File: src/rtl/csOutCtrlPkg.sv
package csOutCtrlPkg;

  // write strobes produced by the decoder
  typedef struct packed {
    logic ctrlWr;
    logic forceWr;
  } csStrobeT;

  // read source selection
  typedef enum logic [1:0] {
    RD_NONE   = 2'd0,
    RD_CTRL   = 2'd1,
    RD_STATUS = 2'd2
  } csRdSelT;

endpackage

File: src/rtl/csCtrlDecode.sv
module csCtrlDecode
  import csOutCtrlPkg::*;
#(
  parameter int ADDR_W      = 2,
  parameter int CTRL_ADDR   = 0,
  parameter int FORCE_ADDR  = 1,
  parameter int STATUS_ADDR = 2
) (
  input  logic              wrEn,
  input  logic [ADDR_W-1:0] wrAddr,
  input  logic [ADDR_W-1:0] rdAddr,
  output csStrobeT          strobe,
  output csRdSelT           rdSel
);

  localparam logic [ADDR_W-1:0] CtrlA   = ADDR_W'(CTRL_ADDR);
  localparam logic [ADDR_W-1:0] ForceA  = ADDR_W'(FORCE_ADDR);
  localparam logic [ADDR_W-1:0] StatusA = ADDR_W'(STATUS_ADDR);

  always_comb begin
    strobe.ctrlWr  = wrEn && (wrAddr == CtrlA);
    strobe.forceWr = wrEn && (wrAddr == ForceA);
  end

  always_comb begin
    if (rdAddr == CtrlA)        rdSel = RD_CTRL;
    else if (rdAddr == StatusA) rdSel = RD_STATUS;
    else                        rdSel = RD_NONE;
  end

endmodule

File: src/rtl/csLineDatapath.sv
module csLineDatapath
  import csOutCtrlPkg::*;
#(
  parameter int N = 8
) (
  input  logic           clk,
  input  logic           rst,
  input  csStrobeT       strobe,
  input  logic [2*N-1:0] wrData,
  input  csRdSelT        rdSel,
  output logic [N-1:0]   storedBits,
  output logic [N-1:0]   invBits,
  output logic [N-1:0]   csMark,
  output logic [N-1:0]   csPin,
  output logic [2*N-1:0] rdData
);

  localparam int DW = 2 * N;

  for (genvar i = 0; i < N; i++) begin : gLine
    logic bitQ;
    logic invQ;
    logic markQ;

    always_ff @(posedge clk) begin
      if (rst) begin
        bitQ  <= 1'b1;
        invQ  <= 1'b0;
        markQ <= 1'b0;
      end else begin
        // set half wins over clear half
        if (strobe.forceWr) begin
          if (wrData[N+i])   bitQ <= 1'b1;
          else if (wrData[i]) bitQ <= 1'b0;
        end
        if (strobe.ctrlWr) begin
          invQ  <= wrData[i];
          markQ <= wrData[N+i];
        end
      end
    end

    assign storedBits[i] = bitQ;
    assign invBits[i]    = invQ;
    assign csMark[i]     = markQ;
    assign csPin[i]      = bitQ ^ invQ;
  end

  always_comb begin
    unique case (rdSel)
      RD_CTRL:   rdData = {csMark, invBits};
      RD_STATUS: rdData = {{N{1'b0}}, storedBits};
      default:   rdData = {DW{1'b0}};
    endcase
  end

endmodule

File: src/rtl/csOutCtrl.sv
module csOutCtrl
  import csOutCtrlPkg::*;
#(
  parameter int N           = 8,
  parameter int ADDR_W      = 2,
  parameter int CTRL_ADDR   = 0,
  parameter int FORCE_ADDR  = 1,
  parameter int STATUS_ADDR = 2
) (
  input  logic              clk,
  input  logic              rst,
  input  logic              wrEn,
  input  logic [ADDR_W-1:0] wrAddr,
  input  logic [2*N-1:0]    wrData,
  input  logic [ADDR_W-1:0] rdAddr,
  output logic [2*N-1:0]    rdData,
  output logic [N-1:0]      csPin,
  output logic [N-1:0]      csMark
);

  csStrobeT     strobe;
  csRdSelT      rdSel;
  logic [N-1:0] storedBits;
  logic [N-1:0] invBits;

  csCtrlDecode #(
    .ADDR_W(ADDR_W), .CTRL_ADDR(CTRL_ADDR),
    .FORCE_ADDR(FORCE_ADDR), .STATUS_ADDR(STATUS_ADDR)
  ) decode_i (
    .wrEn(wrEn), .wrAddr(wrAddr), .rdAddr(rdAddr),
    .strobe(strobe), .rdSel(rdSel)
  );

  csLineDatapath #(.N(N)) data_i (
    .clk(clk), .rst(rst), .strobe(strobe), .wrData(wrData),
    .rdSel(rdSel), .storedBits(storedBits), .invBits(invBits),
    .csMark(csMark), .csPin(csPin), .rdData(rdData)
  );

endmodule

File: config.mk
export PLATFORM = sky130hd
export DESIGN_NAME = csOutCtrl
export DESIGN_NICKNAME = d
export VERILOG_FILES = /design/src/rtl/csOutCtrlPkg.sv /design/src/rtl/csCtrlDecode.sv /design/src/rtl/csLineDatapath.sv /design/src/rtl/csOutCtrl.sv
export SDC_FILE = /design/constraint.sdc
export NUM_CORES = 1
export LEC_CHECK = 0
export ABC_CLOCK_PERIOD_IN_PS = 1600
export CAP_MARGIN = 20
export CORE_MARGIN = 2
export CORE_UTILIZATION = 27
export DETAILED_ROUTE_END_ITERATION = 6
export SKIP_LAST_GASP = 1
export SLEW_MARGIN = 20
export SYNTH_ARGS = -nofsm -noshare
export SYNTH_HDL_FRONTEND = slang
export SYNTH_SLANG_ARGS = --single-unit
File: constraint.sdc
create_clock -name clk -period 1.6 [get_ports clk]
set_input_delay 0.16 -clock clk [delete_from_list [all_inputs] [get_ports clk]]
set_output_delay 0.16 -clock clk [all_outputs]
set_load 0.05 [all_outputs]
==> results.py <==
metrics = {
    "cells_and_area": {
        "final_area_um2": 2203,
        "area_growth_pct": 60.09,
        "finalNetCount": 216,
        "drive_gt1_frac": 0.2500,
        "num_antenna_cells": 0,
    },
    "floorplan": {
        "die_w_um": 75.40,
        "dieArea_um2": 5684,
        "num_io_pins": 55,
        "fp.dieH_um": 75.40,
        "start_util": 0.2857,
        "fp-row-count": 25,
        "core_um2": 4817,
    },
    "synthesis": {
        "synth_area_um2": 1376,
        "synth_edf_count": 0,
        "async_flop_share": 0,
        "synth_top_cell_area_share": 0.3491,
        "synth.most_common_cell": "nand2b_1",
        "synth_area_per_cell_um2": 9.692,
        "syn_nets": 165,
        "synth_flop_cell": "dfxtp_1",
        "ys_ff_latch": 24,
        "synth.distinct_cells": 15,
        "synthTopCellsByArea": "dfxtp_1, mux2i_1, nand2b_1",
        "synthTopCellsByCount": "nand2b_1, dfxtp_1, mux2i_1",
        "netlist_instances": 142,
        "seq_area_frac_synth": 0.3491,
        "synth-warning-count": 0,
        "yosys.area.top_type": "dfxtp_1",
    },
    "timing": {
        "fin_crit_sh": 0.9349,
        "setup_violations": 0,
        "skew_ns": 0,
        "fmax_mhz": 668.5,
        "drv_slew": 0,
        "hold_viol_final": 0,
        "max_slew.worst_pin.slew_ns": 0.3359,
        "rsz0062_at_grt": "no",
        "timing.final.ws_setup_ns": 0.1041,
        "min_period_ns": 1.496,
        "finalSetupTns_ns": 0,
        "relSlewSlack": 0.7761,
    },
    "routing": {
        "vias": 1148,
        "drtIter0Drc": 77,
        "firstDrtPassIters": 4,
        "drc": 0,
        "routed_wl_um": 3531,
        "detail_route.vias_per_cell": 4.432,
        "wire_per_inst_um": 13.63,
        "ant_nets": 0,
    },
    "clock_network": {
        "clock_path_buffers": 2,
        "numCtsBuffers": 3,
        "cts.sinks": 24,
        "cts_tree": "built",
        "cts_setup_buffers": 0,
        "cts-root-buf": "clkbuf_8",
        "cts_hold_buffers": 0,
        "clock_latency_ns": 0.26,
        "clk_pin_slew_worst_paths_ns": 0.08,
        "cts_resized": 0,
        "ctsHtreeMaxLevel": 1,
    },
    "global_routing": {
        "grt_max_degree": 41,
        "antenna_found_initial": 0,
        "grt_pass1_wl_um": 5513,
        "overflow": 0,
        "track_usage": 0.1268,
        "grt_pass1_vias": 1162,
    },
    "worst_setup_path": {
        "crit_path_start_kind": "primary input",
        "cp.required_ns": 1.44,
        "cp_max_fo": 6,
        "rrSetupSlack_ns": 0.82,
        "critPathKind": "in2out",
        "worstPathArrival_ns": 1.34,
        "cp-end-kind": "output port",
    },
    "power_and_ir_drop": {
        "finalPower_mw": 1.522,
        "leakage_nw": 0.8662,
        "ir_drop_uv": 298.8,
        "powerDensity_nw_per_um2": 690.8,
    },
    "place": {
        "dp_hpwl_um": 2677,
        "place_ws_ns": 0.1095,
        "port_buffers": 54,
        "placed_area_um2": 2148,
        "place.gp.congestion": 0.7858,
    },
    "flow_run": {
        "max_cap_viol_count": 0,
    },
    "status": {
        "status": "complete, no violations",
    },
    "min_path": {
        "hold_path_class": "reg2reg",
    },
}
cell families (layout without fill, tap and decap cells):
logic type | count (synthesis) | after routing | share of synthesized area
flip-flops | 24 | 24 | 0.3491
XOR/XNOR | 8 | 8 | 0.05091
buffers and inverters | 19 | 69 | 0.09818
multiplexers | 24 | 24 | 0.1745
AO/OA/AOI/OAI | 8 | 8 | 0.05818
AND/OR/NAND/NOR | 59 | 59 | 0.2691
worst max-delay path: stages:
cell             delay [ns]
clkdlybuf4s50_1        0.55
buf_12                 0.15
mux2i_1                0.08
nor2_1                 0.21
buf_12                 0.17
state kept, by name, summed over array words and instances, names as in the netlist:
signal              flops
data_i.gLine.bitQ       8
data_i.gLine.markQ      8
data_i.gLine.invQ       8
report_power, final:
group,switching [mW],internal [mW],total [mW]
logic,0.247,0.229,0.476
registers,0.0178,0.618,0.636
clock network,0.191,0.219,0.410
total,0.456,1.07,1.52
final cells by class:
cell class,instances,area (µm²)
multi-input combinational,99,765.7
tap,67,83.83
fill,490,2614
sequential,24,480.5
clock buffer,4,55.05
timing repair buffer,65,818.3
layer usage:
metal | global-route usage | wire length, µm
met2 | 0.2135 | 1717
met5 | 0 | 0
met4 | 0.03509 | 19
met3 | 0.02116 | 183
met1 | 0.1680 | 1610
metrics by stage:
stage                       util  cells  hold slack, ns
after global placement    0.4460    255          0.4753
after CTS                 0.4574    259          0.4930
after global routing      0.4574    259          0.5242
final                     0.4574    259          0.4899
after floorplan                -    142          0.2997
after detailed placement  0.4460    255          0.4780
placed cells by master (no fill, tap or decap):
cell | Yosys | routed
nor2_1 | 9 | 9
xor2_1 | 8 | 8
nor3b_2 | 0 | 1
mux2i_1 | 24 | 24
dfxtp_1 | 24 | 24
nand4b_1 | 8 | 8
nand2b_1 | 32 | 32
clkdlybuf4s50_1 | 0 | 22
buf_4 | 10 | 21
buf_12 | 1 | 22
a221o_1 | 8 | 8
and3b_1 | 1 | 1
and2_1 | 8 | 8
clkbuf_8 | 0 | 4
path summary, 6_finish.rpt:
path | end | depth (start not counted) | startpoint
max | rdData[1] | 5 | rdAddr[1]
min | data_i.gLine[4].markQ$_SDFFE_PP0P_ | 2 | data_i.gLine[4].markQ$_SDFFE_PP0P_
min reg2reg | data_i.gLine[4].markQ$_SDFFE_PP0P_ | 2 | data_i.gLine[4].markQ$_SDFFE_PP0P_
max reg2reg | data_i.gLine[0].bitQ$_SDFFE_PP1P_ | 1 | data_i.gLine[0].bitQ$_SDFFE_PP1P_
(Power assumes the default switching activity.)
